==> config.mk <==
export PLATFORM = sky130hd
export DESIGN_NAME = txl_top
export DESIGN_NICKNAME = d
export VERILOG_FILES = /design/src/rtl/txl_pkg.sv /design/src/rtl/txl_count_reg.sv /design/src/rtl/txl_beat_fifo.sv /design/src/rtl/txl_seq.sv /design/src/rtl/txl_top.sv
export SDC_FILE = /design/constraint.sdc
export NUM_CORES = 1
export LEC_CHECK = 0
export BUFFER_PORTS_ARGS = -buffer_cell sky130_fd_sc_hd__buf_2
export CAP_MARGIN = 20
export CORE_UTILIZATION = 54
export CTS_CLUSTER_DIAMETER = 80
export CTS_CLUSTER_SIZE = 20
export DETAILED_ROUTE_END_ITERATION = 6
export MAX_ROUTING_LAYER = met4
export PLACE_DENSITY = 0.8
export SETUP_SLACK_MARGIN = 0.05
export SKIP_LAST_GASP = 1
export SLEW_MARGIN = 20
export SYNTH_ARGS = -nofsm -noshare
export SYNTH_HDL_FRONTEND = slang
export SYNTH_SLANG_ARGS = --single-unit
==> constraint.sdc <==
create_clock -name clk -period 4.8 [get_ports clk]
set_input_delay 1.44 -clock clk [delete_from_list [all_inputs] [get_ports clk]]
set_output_delay 1.44 -clock clk [all_outputs]
set_load 0.01 [all_outputs]
==> src/rtl/txl_pkg.sv <==
`timescale 1ns/1ps
package txl_pkg;

    // Framing constants of the launched frame
    localparam int PRE_LEN = 8;
    localparam int FCS_LEN = 4;
    localparam logic [7:0] PRE_FILL = 8'h55;
    localparam logic [7:0] PRE_SFD  = 8'hD5;

    typedef enum logic [1:0] {
        ST_IDLE,
        ST_LEN,
        ST_PRE,
        ST_SEND
    } txl_state_e;

    typedef struct packed {
        logic       last;
        logic [7:0] data;
    } txl_beat_t;

    // Expected byte at a given preamble/SFD position
    function automatic logic [7:0] pre_expected(input logic [2:0] idx);
        return (idx == 3'd7) ? PRE_SFD : PRE_FILL;
    endfunction

endpackage

==> src/rtl/txl_count_reg.sv <==
`timescale 1ns/1ps
module txl_count_reg #(
    parameter int CNT_W = 16
) (
    input  logic             clk,
    input  logic             rst,
    input  logic             wr_en,
    input  logic [CNT_W-1:0] wr_data,
    input  logic             idle,
    input  logic             clear,
    output logic [CNT_W-1:0] cnt,
    output logic             start
);

    // Writes land only while idle; a nonzero one launches an attempt
    assign start = wr_en && idle && (wr_data != '0);

    always_ff @(posedge clk) begin
        if (rst) begin
            cnt <= '0;
        end else if (wr_en && idle) begin
            cnt <= wr_data;
        end else if (clear) begin
            cnt <= '0;
        end
    end

endmodule

==> src/rtl/txl_beat_fifo.sv <==
`timescale 1ns/1ps
module txl_beat_fifo
    import txl_pkg::*;
#(
    parameter  int DEPTH = 2,
    localparam int PW    = (DEPTH > 1) ? $clog2(DEPTH) : 1,
    localparam int CW    = $clog2(DEPTH + 1)
) (
    input  logic      clk,
    input  logic      rst,
    input  logic      push,
    input  txl_beat_t din,
    input  logic      pop,
    output txl_beat_t dout,
    output logic      empty,
    output logic [CW-1:0] level
);

    txl_beat_t     slots [DEPTH];
    logic [PW-1:0] wp;
    logic [PW-1:0] rp;
    logic [CW-1:0] lvl;

    function automatic logic [PW-1:0] bump(input logic [PW-1:0] p);
        return (p == PW'(DEPTH - 1)) ? '0 : p + 1'b1;
    endfunction

    always_ff @(posedge clk) begin
        if (push) begin
            slots[wp] <= din;
        end
    end

    always_ff @(posedge clk) begin
        if (rst) begin
            wp  <= '0;
            rp  <= '0;
            lvl <= '0;
        end else begin
            if (push) begin
                wp <= bump(wp);
            end
            if (pop) begin
                rp <= bump(rp);
            end
            lvl <= lvl + CW'(push) - CW'(pop);
        end
    end

    assign dout  = slots[rp];
    assign empty = (lvl == '0);
    assign level = lvl;

endmodule

==> src/rtl/txl_seq.sv <==
`timescale 1ns/1ps
module txl_seq
    import txl_pkg::*;
#(
    parameter  int CNT_W      = 16,
    parameter  int ADDR_W     = 11,
    parameter  int MIN_LEN    = 64,
    parameter  int MAX_LEN    = 1530,
    parameter  int FIFO_DEPTH = 2,
    localparam int CW         = $clog2(FIFO_DEPTH + 1)
) (
    input  logic              clk,
    input  logic              rst,
    input  logic              start,
    input  logic [CNT_W-1:0]  cnt,
    input  logic [7:0]        buf_rd_data,
    input  logic [CW-1:0]     fifo_level,
    input  logic              pop,
    input  logic              pop_last,
    output logic              idle,
    output logic              buf_rd_en,
    output logic [ADDR_W-1:0] buf_rd_addr,
    output logic              push,
    output txl_beat_t         push_beat,
    output logic              done_ok,
    output logic              irq
);

    txl_state_e        state_q;
    logic [ADDR_W-1:0] addr_q;
    logic              issued_all_q;
    logic              rvalid_q;
    logic              rlast_q;
    logic [2:0]        ridx_q;
    logic              bad_q;
    logic              irq_q;

    logic [CNT_W-1:0]  last_addr;
    logic              len_ok;
    logic              pre_mis;
    logic              pre_done;
    logic              fail_len;
    logic              fail_pre;
    logic              issue_pre;
    logic              issue_send;
    logic              at_last;
    logic [CW:0]       occ_next;

    assign last_addr = cnt - CNT_W'(FCS_LEN + 1);
    assign len_ok    = (cnt >= CNT_W'(MIN_LEN)) && (cnt <= CNT_W'(MAX_LEN));
    assign at_last   = (CNT_W'(addr_q) == last_addr);

    // Queue occupancy seen by a byte requested now when it arrives
    assign occ_next  = {1'b0, fifo_level} + (CW + 1)'(rvalid_q) - (CW + 1)'(pop);

    assign issue_pre  = (state_q == ST_PRE) && (addr_q < ADDR_W'(PRE_LEN));
    assign issue_send = (state_q == ST_SEND) && !issued_all_q
                        && (occ_next < (CW + 1)'(FIFO_DEPTH));

    assign pre_mis  = rvalid_q && (buf_rd_data != pre_expected(ridx_q));
    assign pre_done = (state_q == ST_PRE) && rvalid_q && (ridx_q == 3'd7);
    assign fail_len = (state_q == ST_LEN) && !len_ok;
    assign fail_pre = pre_done && (bad_q || pre_mis);
    assign done_ok  = (state_q == ST_SEND) && pop_last;

    assign idle        = (state_q == ST_IDLE);
    assign buf_rd_en   = issue_pre || issue_send;
    assign buf_rd_addr = addr_q;
    assign push        = rvalid_q && (state_q == ST_SEND);
    assign push_beat   = '{last: rlast_q, data: buf_rd_data};
    assign irq         = irq_q;

    always_ff @(posedge clk) begin
        if (rst) begin
            state_q      <= ST_IDLE;
            addr_q       <= '0;
            issued_all_q <= 1'b0;
            rvalid_q     <= 1'b0;
            rlast_q      <= 1'b0;
            ridx_q       <= '0;
            bad_q        <= 1'b0;
            irq_q        <= 1'b0;
        end else begin
            irq_q    <= fail_len || fail_pre || done_ok;
            rvalid_q <= buf_rd_en;
            ridx_q   <= addr_q[2:0];
            rlast_q  <= issue_send && at_last;

            if (buf_rd_en) begin
                addr_q <= addr_q + 1'b1;
            end
            if (issue_send && at_last) begin
                issued_all_q <= 1'b1;
            end

            unique case (state_q)
                ST_IDLE: begin
                    if (start) begin
                        state_q      <= ST_LEN;
                        addr_q       <= '0;
                        issued_all_q <= 1'b0;
                        bad_q        <= 1'b0;
                    end
                end
                ST_LEN: begin
                    state_q <= len_ok ? ST_PRE : ST_IDLE;
                end
                ST_PRE: begin
                    if (pre_mis) begin
                        bad_q <= 1'b1;
                    end
                    if (pre_done) begin
                        state_q <= fail_pre ? ST_IDLE : ST_SEND;
                    end
                end
                ST_SEND: begin
                    if (pop_last) begin
                        state_q <= ST_IDLE;
                    end
                end
                default: state_q <= ST_IDLE;
            endcase
        end
    end

endmodule

==> src/rtl/txl_top.sv <==
`timescale 1ns/1ps
module txl_top
    import txl_pkg::*;
#(
    parameter  int CNT_W      = 16,
    parameter  int BUF_DEPTH  = 2048,
    parameter  int MIN_LEN    = 64,
    parameter  int MAX_LEN    = 1530,
    parameter  int FIFO_DEPTH = 2,
    localparam int ADDR_W     = $clog2(BUF_DEPTH),
    localparam int CW         = $clog2(FIFO_DEPTH + 1)
) (
    input  logic              clk,
    input  logic              rst,
    input  logic              cnt_wr_en,
    input  logic [CNT_W-1:0]  cnt_wr_data,
    output logic [CNT_W-1:0]  cnt_value,
    output logic              busy,
    output logic              buf_rd_en,
    output logic [ADDR_W-1:0] buf_rd_addr,
    input  logic [7:0]        buf_rd_data,
    output logic              out_valid,
    input  logic              out_ready,
    output logic [7:0]        out_data,
    output logic              out_last,
    output logic              tx_irq
);

    logic          idle;
    logic          start;
    logic          done_ok;
    logic          push;
    logic          pop;
    logic          pop_last;
    logic          q_empty;
    logic [CW-1:0] q_level;
    txl_beat_t     push_beat;
    txl_beat_t     head;

    txl_count_reg #(.CNT_W(CNT_W)) u_cnt (
        .clk     (clk),
        .rst     (rst),
        .wr_en   (cnt_wr_en),
        .wr_data (cnt_wr_data),
        .idle    (idle),
        .clear   (done_ok),
        .cnt     (cnt_value),
        .start   (start)
    );

    txl_seq #(
        .CNT_W      (CNT_W),
        .ADDR_W     (ADDR_W),
        .MIN_LEN    (MIN_LEN),
        .MAX_LEN    (MAX_LEN),
        .FIFO_DEPTH (FIFO_DEPTH)
    ) u_seq (
        .clk         (clk),
        .rst         (rst),
        .start       (start),
        .cnt         (cnt_value),
        .buf_rd_data (buf_rd_data),
        .fifo_level  (q_level),
        .pop         (pop),
        .pop_last    (pop_last),
        .idle        (idle),
        .buf_rd_en   (buf_rd_en),
        .buf_rd_addr (buf_rd_addr),
        .push        (push),
        .push_beat   (push_beat),
        .done_ok     (done_ok),
        .irq         (tx_irq)
    );

    txl_beat_fifo #(.DEPTH(FIFO_DEPTH)) u_q (
        .clk   (clk),
        .rst   (rst),
        .push  (push),
        .din   (push_beat),
        .pop   (pop),
        .dout  (head),
        .empty (q_empty),
        .level (q_level)
    );

    assign out_valid = !q_empty;
    assign out_data  = head.data;
    assign out_last  = head.last;
    assign pop       = out_valid && out_ready;
    assign pop_last  = pop && head.last;
    assign busy      = !idle;

endmodule

==> Word level (Yosys, flattened, before mapping) <==
Memory sizes are Yosys's and may differ from the RTL's. A register that Yosys moved wholly into a read port is not among the register bits.
Cells that the tools add are included.
{ "word_totals": {"ram_bits": 18, "n_memories": 1, "output_inout_bits": 40, "in_bits": 28, "register_bits": 41, "elab_cells": 90} }
{ "op_classes": {"n_eq_ne": 10, "muxes": 24, "order_cmp": 4, "addsub": 8, "n_reduce_logical": 31} }
{ "mem_list": {"columns": ["name", "depth", "word_bits", "read_ports", "rd_clocked_by_memory_dff", "wr", "line_no", "rtl"], "rows": [
  ["u_q.slots", 2, 9, 1, 1, 1, "txl_beat_fifo.sv:19", "txl_beat_t slots [DEPTH];"]
]} }
{ "ops": {"columns": ["operator", "count"], "rows": [
  ["$mux W11", 3],
  ["$mux W16", 2],
  ["$eq A11 B16 Y1", 1],
  ["$ge A16 B7 Y1 const B", 1],
  ["$le A16 B11 Y1 const B", 1],
  ["$logic_and A1 B1 Y1", 16],
  ["$reduce_bool A16 Y1", 1],
  ["$sub A16 B3 Y16 const B", 1],
  ["$add A11 B1 Y11 const B", 1],
  ["$lt A11 B4 Y1 const B", 1],
  ["$mux W1", 11],
  ["$mux W2", 5],
  ["$mux W8", 1],
  ["$ne A2 B1 Y1 const B", 4],
  ["$ne A8 B8 Y1", 1],
  ["$pmux W2 S4", 1],
  ["$reduce_and A3 Y1", 2],
  ["$eq A2 B2 Y1 const B", 2],
  ["$logic_not A1 Y1", 4],
  ["$logic_not A2 Y1", 2],
  ["$logic_or A1 B1 Y1", 4],
  ["$reduce_bool A2 Y1", 2],
  ["$add A2 B1 Y3", 1],
  ["$eq A3 B3 Y1 const B", 1],
  ["other kinds (7)", 8]
]} }

==> Logic depth before layout (Yosys ltp) <==
Gate-level depths: netlist (run 1).
{ "depth": {"word_depth": 10, "ltp_mapped": 14, "ltp_nobuf": 13} }

==> Hierarchy <==
From an unflattened synthesis (run 1), not the netlist that was laid out.
{ "hier_totals": {"cells_unflattened": 328, "hier_area_um2": 3196.8} }
{ "by_module_without_submodules": {"columns": ["module", "cells_each", "area_each_um2", "seq_area_each_um2", "instances"], "rows": [
  ["txl_seq", 199, 1594.0, 420.4, 1],
  ["txl_beat_fifo", 48, 859.6, 640.6, 1],
  ["txl_count_reg", 77, 720.7, 320.3, 1],
  ["txl_top", 4, 22.5, 0.0, 1]
]} }

==> Worst setup path before layout (run 1) <==
No wires, ideal clock.
{ "synth_timing": {"path_type": "input -> output", "start": "input port out_ready", "end": "output port buf_rd_en", "required_time_ns": 3.360, "path_slack_ns": 0.171, "n_path_buf": 1, "path_stages": 8, "t_arrival_ns": 3.189, "cell_sequence": "nand2_1 inv_1 ha_1 nor2b_1 fa_1 nor4_2 a31o_2 clkbuf_1"} }
{ "synth_via": {"elab_chain_len": 5} }
{ "synth_lines": {"columns": ["element", "line_no", "rtl"], "rows": [
  ["start: declaration", "txl_top.sv:23", "input logic out_ready,"],
  ["$logic_and A1 B1 Y1", "txl_top.sv:89", "assign pop = out_valid && out_ready;"],
  ["net pop", "txl_top.sv:33", "logic pop;"],
  ["$sub A3 B1 Y3", "txl_seq.sv:54", "assign occ_next = {1'b0, fifo_level} + (CW + 1)'(rvalid_q) - (CW + 1)'(pop);"],
  ["$lt A3 B2 Y1", "txl_seq.sv:58", "&& (occ_next < (CW + 1)'(FIFO_DEPTH));"],
  ["$logic_and A1 B1 Y1", "txl_seq.sv:58", null],
  ["$logic_or A1 B1 Y1", "txl_seq.sv:67", "assign buf_rd_en = issue_pre || issue_send;"],
  ["end: declaration", "txl_top.sv:19", "output logic buf_rd_en,"]
]} }
The timed path passes the listed nets, and every way through them passes these cells.

==> Worst setup path in the final report (run 1) <==
Ends and elaborated chain as after synthesis.

==> results.py, run 1 <==
metrics = {
    "clock_tree": {
        "cts.sinks": 60,
        "ctsLongestPathBuffers": 2,
        "path_clk_slew_ns": 0.06,
        "cts_buffers": 9,
        "cts_root_buffer": "clkbuf_8",
        "h-tree-depth": 3,
        "cts_tree": "yes",
        "clkLatencyLatePin_ns": 0.33,
    },
    "grt": {
        "grt_pass1_wl_um": 11070,
        "grt_use_total": 0.2473,
        "antenna_found_initial": 0,
        "grt_overflow": 0,
        "grt_pass1_vias": 2365,
        "grt_start_max_net_pins": 32,
    },
    "power": {
        "total_power_w": 0.001329,
        "powerDensity_nw_per_um2": 369.3,
        "cellLeakagePower_nw": 1.505,
        "ir_drop_mv": 0.2376,
    },
    "final_layout": {
        "layout.nets": 410,
        "design_area_um2": 3598,
        "fill_cells": 414,
        "drive_gt1_frac": 0.2763,
        "layout-area-overhead-vs-synth_pct": 19.58,
        "antenna_cells": 0,
        "regArea_um2": 1381,
        "multi_input_area_um2": 1520,
    },
    "floorplan": {
        "initial_core_util": 0.5745,
        "die_area_um2": 5875,
        "die_w_um": 76.65,
        "io_pins": 68,
        "fp.dieH_um": 76.65,
        "fp-row-count": 26,
        "core_um2": 5238,
    },
    "placement": {
        "placed_cell_area_um2": 3383,
        "dp_hpwl_um": 4761,
        "numPortBuffers": 67,
        "routabilityCongestion": 0.8745,
    },
    "logic_synthesis": {
        "synthArstFlopShare": 0,
        "netlist_area_um2": 3009,
        "syn_avg_cell_area_um2": 9.738,
        "synth_flop_cell": "dfxtp_1",
        "synth_cells": 309,
        "synth-edff-count": 18,
        "synth_nets": 344,
        "synth_common_cells": "nor2_1 (44), dfxtp_1 (42), edfxtp_1 (18)",
        "synth_cell_type_count": 55,
        "yosysMostFrequentCell": "nor2_1",
        "yosys.area.top_type": "dfxtp_1",
        "synthTopCellsByArea": "dfxtp_1 (28%), edfxtp_1 (18%), nor2_1 (5.5%), xnor2_1 (4.7%), a22oi_1 (4.0%)",
        "seq_area_frac_synth": 0.4590,
        "synth_top_area_frac": 0.2794,
        "yosysWarnings": 0,
        "synth-seq-cells": 60,
    },
    "worst_setup_path": {
        "startpoint_type": "input port",
        "worstSetupPathType": "in -> out",
        "cp_cell_sequence": "buf_2 > nand2_1 > inv_1 > ha_1 > nor2b_1 > fa_1 > nor4_4 > a31o_2 > buf_2",
        "worstPathRequired_ns": 3.36,
        "slowest_delay_ns": 0.47,
        "cp.arrival_ns": 3.17,
        "cp_slowest_cell": "fa_1",
        "crit_fanout": 2,
        "worstSetupEndpointType": "primary output",
        "critPathTopFamily": "adder cells",
        "reg2reg_depth": 13,
        "r2r-end": "u_seq.rlast_q",
        "critical_path_buf_inv_count": 3,
        "cp_common_cell": "buf_2",
        "rrSetupSlack_ns": 1.80,
        "r2r_start": "u_q.level[1]",
    },
    "timing": {
        "final.setup.tns_ns": 0,
        "setup_viol": 0,
        "finalCritPeriodShare": 0.9605,
        "tightest_slew_ns": 0.7730,
        "max_slew_margin": 0.4828,
        "fmax_mhz": 216.9,
        "drv_slew": 0,
        "rsz0062_at_grt": "false",
        "skew_ns": 0.007810,
        "period_needed_ns": 4.610,
        "hold_viol": 0,
        "hold_slack_ns": 0.4463,
    },
    "routing": {
        "drc_errors": 0,
        "vias": 2526,
        "first_iter_violations": 144,
        "firstDrtPassIters": 5,
        "routedWlPerCell_um": 14.62,
        "routed_wirelength_um": 6581,
        "vias_per_cell": 5.613,
        "postRouteAntennaNets": 0,
    },
    "run": {
        "maxCapViolations": 0,
    },
    "worst_hold_path": {
        "min_from": "u_seq.rlast_q",
        "whs_endpoint": "u_q.slots[0][8]",
        "worstHoldPathType": "reg -> reg",
        "whs_path_depth": 0,
    },
    "status": {
        "status": "finished clean",
    },
}
state kept, by name, indices dropped and copies added, names as in the netlist, named ones only:
signal	flops
u_q.slots	18
u_cnt.cnt	16
u_seq.irq	1
u_seq.state_q	2
u_seq.issued_all_q	1
u_seq.rvalid_q	1
u_q.wp	1
u_q.level	2
u_q.rp	1
u_seq.ridx_q	3
u_seq.buf_rd_addr	11
u_seq.bad_q	1
u_seq.rlast_q	1
kinds of logic after synthesis:
family                     synth area share
muxes                               0.03701
DFF                                  0.4590
and+or+nand+nor                      0.2333
AOI/OAI and AO/OA                    0.1069
buffers and inverters               0.03867
xor gates and xnor gates            0.09356
adders and majority gates           0.03160
how the worst max path moves through the flow:
stage / startpoint / end / slack [ns] / depth (start not counted)
floorplan: out_ready / buf_rd_en / 0.17 / 8
global placement: out_ready / buf_rd_en / 0.18 / 9
detailed placement: out_ready / buf_rd_en / 0.16 / 9
CTS: out_ready / buf_rd_en / 0.14 / 9
global route: out_ready / buf_rd_en / 0.07 / 9
finish: out_ready / buf_rd_en / 0.19 / 9
layout make-up:
class / count / area share
timing repair buffer: 71 / 0.1015
multi-input combinational: 223 / 0.4225
inverter: 10 / 0.01043
tap: 70 / 0.02434
clock inverter: 1 / 0.008345
sequential: 60 / 0.3839
clock buffer: 15 / 0.04903
through the flow:
stage,setup WS (ns),util,cells
after global routing,0.07035,0.6871,450
after floorplan,0.1705,-,309
after global placement,0.1823,0.6460,434
after detailed placement,0.1641,0.6460,434
final,0.1896,0.6871,450
after CTS,0.1448,0.6854,450
cells in the final DEF, fill, tap and decap left out, drive strengths merged, types with 9 or more instances in the layout:
cell and count:
mux2 9, nor4 10, nor2 44, a22oi 16, xnor2 17, xor2 13
dfxtp 42, nand2 14, buf 71, nor3 9, edfxtp 18, inv 10
nor2b 11, clkbuf 15
power breakdown:
part	switching (W)	internal, W	leakage (nW)
Combinational	0.000142	0.000134	0.892
Sequential	0.0000393	0.000547	0.508
Clock	0.000183	0.000283	0.104
Total	0.000364	0.000964	1.50
layer usage:
| metal | GRT usage | wire (µm) | up-vias |
|---|---|---|---|
| met5 | - | 0 | - |
| met4 | 0.1288 | 116 | 0 |
| met3 | 0.04286 | 280 | 13 |
| met2 | 0.3991 | 3267 | 75 |
| met1 | 0.2966 | 2916 | 1204 |
| li1 | - | - | 1234 |
repair_timing:
action,in CTS,in global routing
hold endpoints to repair,0,0
hold buffers,0,0
buffers inserted,0,0
endpoints found under the setup margin,0,1
gates resized for setup,0,1
Power figures use the tool's default switching activity.
==> run 2, diff against run 1 <==
--- a/config.mk
+++ b/config.mk
@@ -11,6 +11,7 @@
 export CTS_CLUSTER_DIAMETER = 80
 export CTS_CLUSTER_SIZE = 20
 export DETAILED_ROUTE_END_ITERATION = 6
+export GPL_TIMING_DRIVEN = 0
 export MAX_ROUTING_LAYER = met4
 export PLACE_DENSITY = 0.8
 export SETUP_SLACK_MARGIN = 0.05
==> run 2 against run 1 <==
  * Critical path depth unchanged
  * Sequential share of layout area decreased by 0.66 points
  * Flip-flop and latch count stayed put
  * Global-route usage increased by 0.079 points
  * Combinational power rose by 9.1%
  * Worst setup slack worse by 0.071 ns
  * Cell count grew 3.3%
  * Count of clock-buffer cells in the layout shrank 5
  * Critical endpoint unchanged
==> results.py, run 2 (synthesis results as in run 1) <==
metrics = {
    "final_layout": {
        "top_register": "u_q.slots",
        "largest_reg_flops": 18,
        "drive_gt1_frac": 0.2759,
        "fill_cells": 427,
        "antenna_cells": 0,
        "final_core_util": 0.6990,
        "layout.nets": 425,
        "final_cell_mix": "buf_2 (67), nor2_1 (44), dfxtp_1 (42), edfxtp_1 (18)",
        "layout-area-overhead-vs-synth_pct": 21.66,
        "final_common_cell": "buf_2",
    },
    "floorplan": {
        "io_pins": 68,
        "die_w_um": 76.65,
        "fp.dieH_um": 76.65,
        "initial_core_util": 0.5745,
        "die_area_um2": 5875,
        "core_um2": 5238,
        "fp-row-count": 26,
    },
    "timing": {
        "finalCritPeriodShare": 0.9753,
        "hold_slack_ns": 0.4323,
        "drv_slew": 0,
        "setup_viol": 0,
        "skew_ns": 0.005745,
        "hold_viol": 0,
        "period_needed_ns": 4.681,
        "setup_ws_ns": 0.1188,
        "tightest_slew_ns": 0.7410,
        "rsz0062_at_grt": "false",
        "fmax_mhz": 213.6,
        "max_slew_margin": 0.5042,
        "final.setup.tns_ns": 0,
    },
    "power": {
        "powerDensity_nw_per_um2": 354.7,
        "total_power_w": 0.001298,
        "cellLeakagePower_nw": 1.528,
        "ir_drop_mv": 0.2361,
    },
    "grt": {
        "grt_pass1_wl_um": 11170,
        "grt_pass1_vias": 2391,
        "grt_start_max_net_pins": 11,
        "grt_overflow": 0,
        "antenna_found_initial": 0,
        "grt_use_total": 0.2481,
    },
    "clock_tree": {
        "postCtsHoldBufs": 0,
        "cts.sinks": 60,
        "clkLatencyLatePin_ns": 0.34,
        "cts_root_buffer": "clkbuf_8",
        "ctsLongestPathBuffers": 2,
        "cts_buffers": 9,
        "cts_tree": "yes",
        "path_clk_slew_ns": 0.06,
        "h-tree-depth": 3,
    },
    "worst_hold_path": {
        "worstHoldPathType": "reg -> reg",
    },
    "routing": {
        "vias": 2556,
        "met1_length_um": 2883,
        "firstDrtPassIters": 5,
        "vias_per_cell": 5.497,
        "drc_errors": 0,
        "routedWlPerCell_um": 14.21,
        "first_iter_violations": 155,
        "met2_wirelength_um": 3186,
        "route.met3.wl_um": 430,
        "routed_wirelength_um": 6609,
        "top_layer": "met4",
        "postRouteAntennaNets": 0,
    },
    "placement": {
        "routabilityCongestion": 0.8564,
        "dp_hpwl_um": 4788,
        "numPortBuffers": 67,
        "place_ws_ns": -0.3803,
    },
    "run": {
        "maxCapViolations": 0,
    },
    "worst_setup_path": {
        "startpoint_type": "input port",
        "worstSetupEndpointType": "primary output",
        "crit_fanout": 4,
        "worstPathRequired_ns": 3.36,
        "cp.arrival_ns": 3.24,
        "worstSetupPathType": "in -> out",
    },
    "status": {
        "status": "finished clean",
    },
}
[run 2: cell types whose count changed in the layout (fill, tap and decap cells not counted)]
cell / delta
clkbuf_1: +10
clkbuf_8: -3
buf_6: +2
clkinv_1: +2
clkinv_2: +2
a31o_2: -1
a31o_4: +1
buf_4: +1
clkinvlp_4: +1
nor2b_1: -1
nor2b_2: +1
[run 2: area by class of cell]
cell class / instances / area [µm²] / area share
buffer: 15 / 75.07 / 0.02051
clock inverter: 6 / 55.05 / 0.01504
inverter: 10 / 37.54 / 0.01025
sequential: 60 / 1381 / 0.3773
tap: 70 / 87.58 / 0.02392
timing repair buffer: 71 / 365.4 / 0.09979
multi-input combinational: 223 / 1531 / 0.4183
clock buffer: 10 / 127.6 / 0.03486
[run 2: critical path, stage by stage]
cell     delay, ns
buf_2         0.10
nand2_1       0.08
inv_1         0.06
ha_1          0.31
nor2b_2       0.16
fa_1          0.47
nor4_4        0.32
a31o_4        0.17
buf_2         0.13
[run 2: per-layer routing]
layer / GRT usage / vias up
met4: 0.08846 / 0
met3: 0.06667 / 13
met1: 0.3005 / 1197
met2: 0.3982 / 85
met5: - / -
li1: - / 1261
[run 2: final timing paths]
path | start | to | slack, ns | depth (start not counted)
worst max-delay path | out_ready | buf_rd_en | 0.12 | 9
worst min-delay path | u_seq.rlast_q | u_q.slots[0][8] | 0.43 | 0
worst max register to register | u_q.level[1] | u_seq.rlast_q | 1.60 | 14
worst min register to register | u_seq.rlast_q | u_q.slots[0][8] | 0.43 | 0
[run 2: report_power, final]
part	total (W)	internal, W	switching [W]
registers	0.000571	0.000547	0.0000246
logic	0.000301	0.000141	0.000160
clock network	0.000426	0.000234	0.000192
[run 2: per-stage QoR]
step                      instances  area (µm²)
after floorplan                 309        3009
after global placement          446        3432
after detailed placement        446        3432
after CTS                       462        3627
after global routing            465        3661
final                           465        3661
[run 2: timing repair]
action | in CTS | in global routing
setup buffers | 1 | 3
gates resized for setup | 1 | 2
endpoints found under the setup margin | 1 | 1
pin swaps | 1 | 2
==> run 3, diff against run 2 <==
--- a/config.mk
+++ b/config.mk
@@ -12,7 +12,6 @@
 export CTS_CLUSTER_SIZE = 20
 export DETAILED_ROUTE_END_ITERATION = 6
 export GPL_TIMING_DRIVEN = 0
-export MAX_ROUTING_LAYER = met4
 export PLACE_DENSITY = 0.8
 export SETUP_SLACK_MARGIN = 0.05
 export SKIP_LAST_GASP = 1
==> run 3 against run 2 <==
  * Power about the same
  * Utilization unchanged
  * Flip-flop and latch count unchanged
  * Worst setup slack got worse by 0.0084 ns
  * Non-clock buffer count unchanged
  * Global-route usage decreased by 0.73 points
  * Final area unchanged
  * Critical path depth unchanged
  * Clock power about the same
  * Critical path type unchanged
  * Highest routed layer unchanged
==> results.py, run 3 (synthesis results as in run 1) <==
metrics = {
    "timing": {
        "fmax_mhz": 213.2,
        "drv_slew": 0,
        "tightest_slew_ns": 0.7447,
        "setup_ws_ns": 0.1104,
        "hold_viol": 0,
        "skew_ns": 0.005387,
        "rsz0062_at_grt": "false",
        "finalCritPeriodShare": 0.9770,
        "period_needed_ns": 4.690,
        "max_slew_margin": 0.5017,
        "setup_viol": 0,
    },
    "worst_setup_path": {
        "worstSetupEndpointType": "primary output",
        "worstPathRequired_ns": 3.36,
        "startpoint_type": "input port",
        "crit_fanout": 5,
        "cp.arrival_ns": 3.25,
        "worstSetupPathType": "in -> out",
    },
    "final_layout": {
        "fill_cells": 426,
        "largest_reg_flops": 18,
        "final_cell_mix": "buf_2 (67), nor2_1 (44), dfxtp_1 (42), edfxtp_1 (18)",
        "layout-area-overhead-vs-synth_pct": 21.66,
        "top_register": "u_q.slots",
        "drive_gt1_frac": 0.2759,
        "final_common_cell": "buf_2",
        "multi_input_area_um2": 1531,
        "layout.nets": 425,
        "antenna_cells": 0,
        "regArea_um2": 1381,
    },
    "routing": {
        "firstDrtPassIters": 4,
        "postRouteAntennaNets": 0,
        "vias_per_cell": 5.512,
        "routed_wirelength_um": 6629,
        "routedWlPerCell_um": 14.26,
        "drc_errors": 0,
        "first_iter_violations": 151,
        "vias": 2563,
    },
    "clock_tree": {
        "cts_buffers": 9,
        "path_clk_slew_ns": 0.06,
        "ctsLongestPathBuffers": 2,
        "cts.sinks": 60,
        "h-tree-depth": 3,
        "clkLatencyLatePin_ns": 0.34,
        "cts_root_buffer": "clkbuf_8",
        "cts_tree": "yes",
    },
    "grt": {
        "grt_pass1_vias": 2397,
        "grt_use_total": 0.2408,
        "grt_overflow": 0,
        "grt_pass1_wl_um": 11160,
        "antenna_found_initial": 0,
        "grt_start_max_net_pins": 11,
    },
    "power": {
        "total_power_w": 0.001299,
        "ir_drop_mv": 0.2364,
        "cellLeakagePower_nw": 1.528,
        "powerDensity_nw_per_um2": 354.7,
    },
    "placement": {
        "place_ws_ns": -0.3803,
        "routabilityCongestion": 0.8432,
        "numPortBuffers": 67,
        "dp_hpwl_um": 4788,
    },
    "floorplan": {
        "die_w_um": 76.65,
        "io_pins": 68,
        "fp.dieH_um": 76.65,
        "initial_core_util": 0.5745,
        "fp-row-count": 26,
        "die_area_um2": 5875,
        "core_um2": 5238,
    },
    "worst_hold_path": {
        "worstHoldPathType": "reg -> reg",
    },
    "status": {
        "status": "finished clean",
    },
    "run": {
        "maxCapViolations": 0,
    },
}
-- run 3: cell type report --
cell class / instances / share of cell area
plain buffers: 15 / 0.02051
multi-input cells: 223 / 0.4183
flip-flops and latches: 60 / 0.3773
well taps: 70 / 0.02392
clock buffers: 10 / 0.03486
inverters: 10 / 0.01025
clock inverters: 6 / 0.01504
repair buffers: 71 / 0.09979
-- run 3: stage by stage --
stage / hold slack, ns / std cells / setup TNS [ns] / instance area [µm²] / utilization
finish: 0.4329 / 465 / 0 / 3661 / 0.6990
global route: 0.4594 / 465 / 0 / 3661 / 0.6990
detailed placement: 0.4168 / 446 / -0.3803 / 3432 / 0.6553
global placement: 0.4116 / 446 / -0.3348 / 3432 / 0.6553
CTS: 0.4319 / 462 / 0 / 3627 / 0.6925
floorplan: 0.4037 / 309 / 0 / 3009 / -
-- run 3: critical path, cell delays in order --
cell	delay, ns
buf_2	0.10
nand2_1	0.08
inv_1	0.06
ha_1	0.31
nor2b_2	0.16
fa_1	0.47
nor4_4	0.32
a31o_4	0.17
buf_2	0.13
-- run 3: what timing repair did --
action / 4_1_cts / 5_1_grt
endpoints found under the setup margin: 1 / 1
setup buffers: 1 / 3
hold buffers: 0 / 0
pin swaps: 1 / 2
resized for setup: 1 / 2
-- run 3: worst paths after layout --
kind	slack, ns	from	cells past startpoint	to
min	0.43	u_seq.rlast_q	0	u_q.slots[0][8]
max	0.11	out_ready	9	buf_rd_en
min reg2reg	0.43	u_seq.rlast_q	0	u_q.slots[0][8]
max reg2reg	1.59	u_q.level[1]	14	u_seq.rlast_q
-- run 3: routing by layer --
metal / part of all wire / track usage / vias to the layer above
li1: - / - / 1259
met3: 0.064 / 0.06905 / 13
met2: 0.48 / 0.3982 / 82
met5: 0 / 0 / -
met1: 0.44 / 0.2982 / 1209
met4: 0.017 / 0.08846 / 0
-- run 3: report_power, final --
group          switching [W]  internal (W)
sequential         0.0000248      0.000547
clock               0.000192      0.000234
combinational       0.000160      0.000141
total               0.000377      0.000922
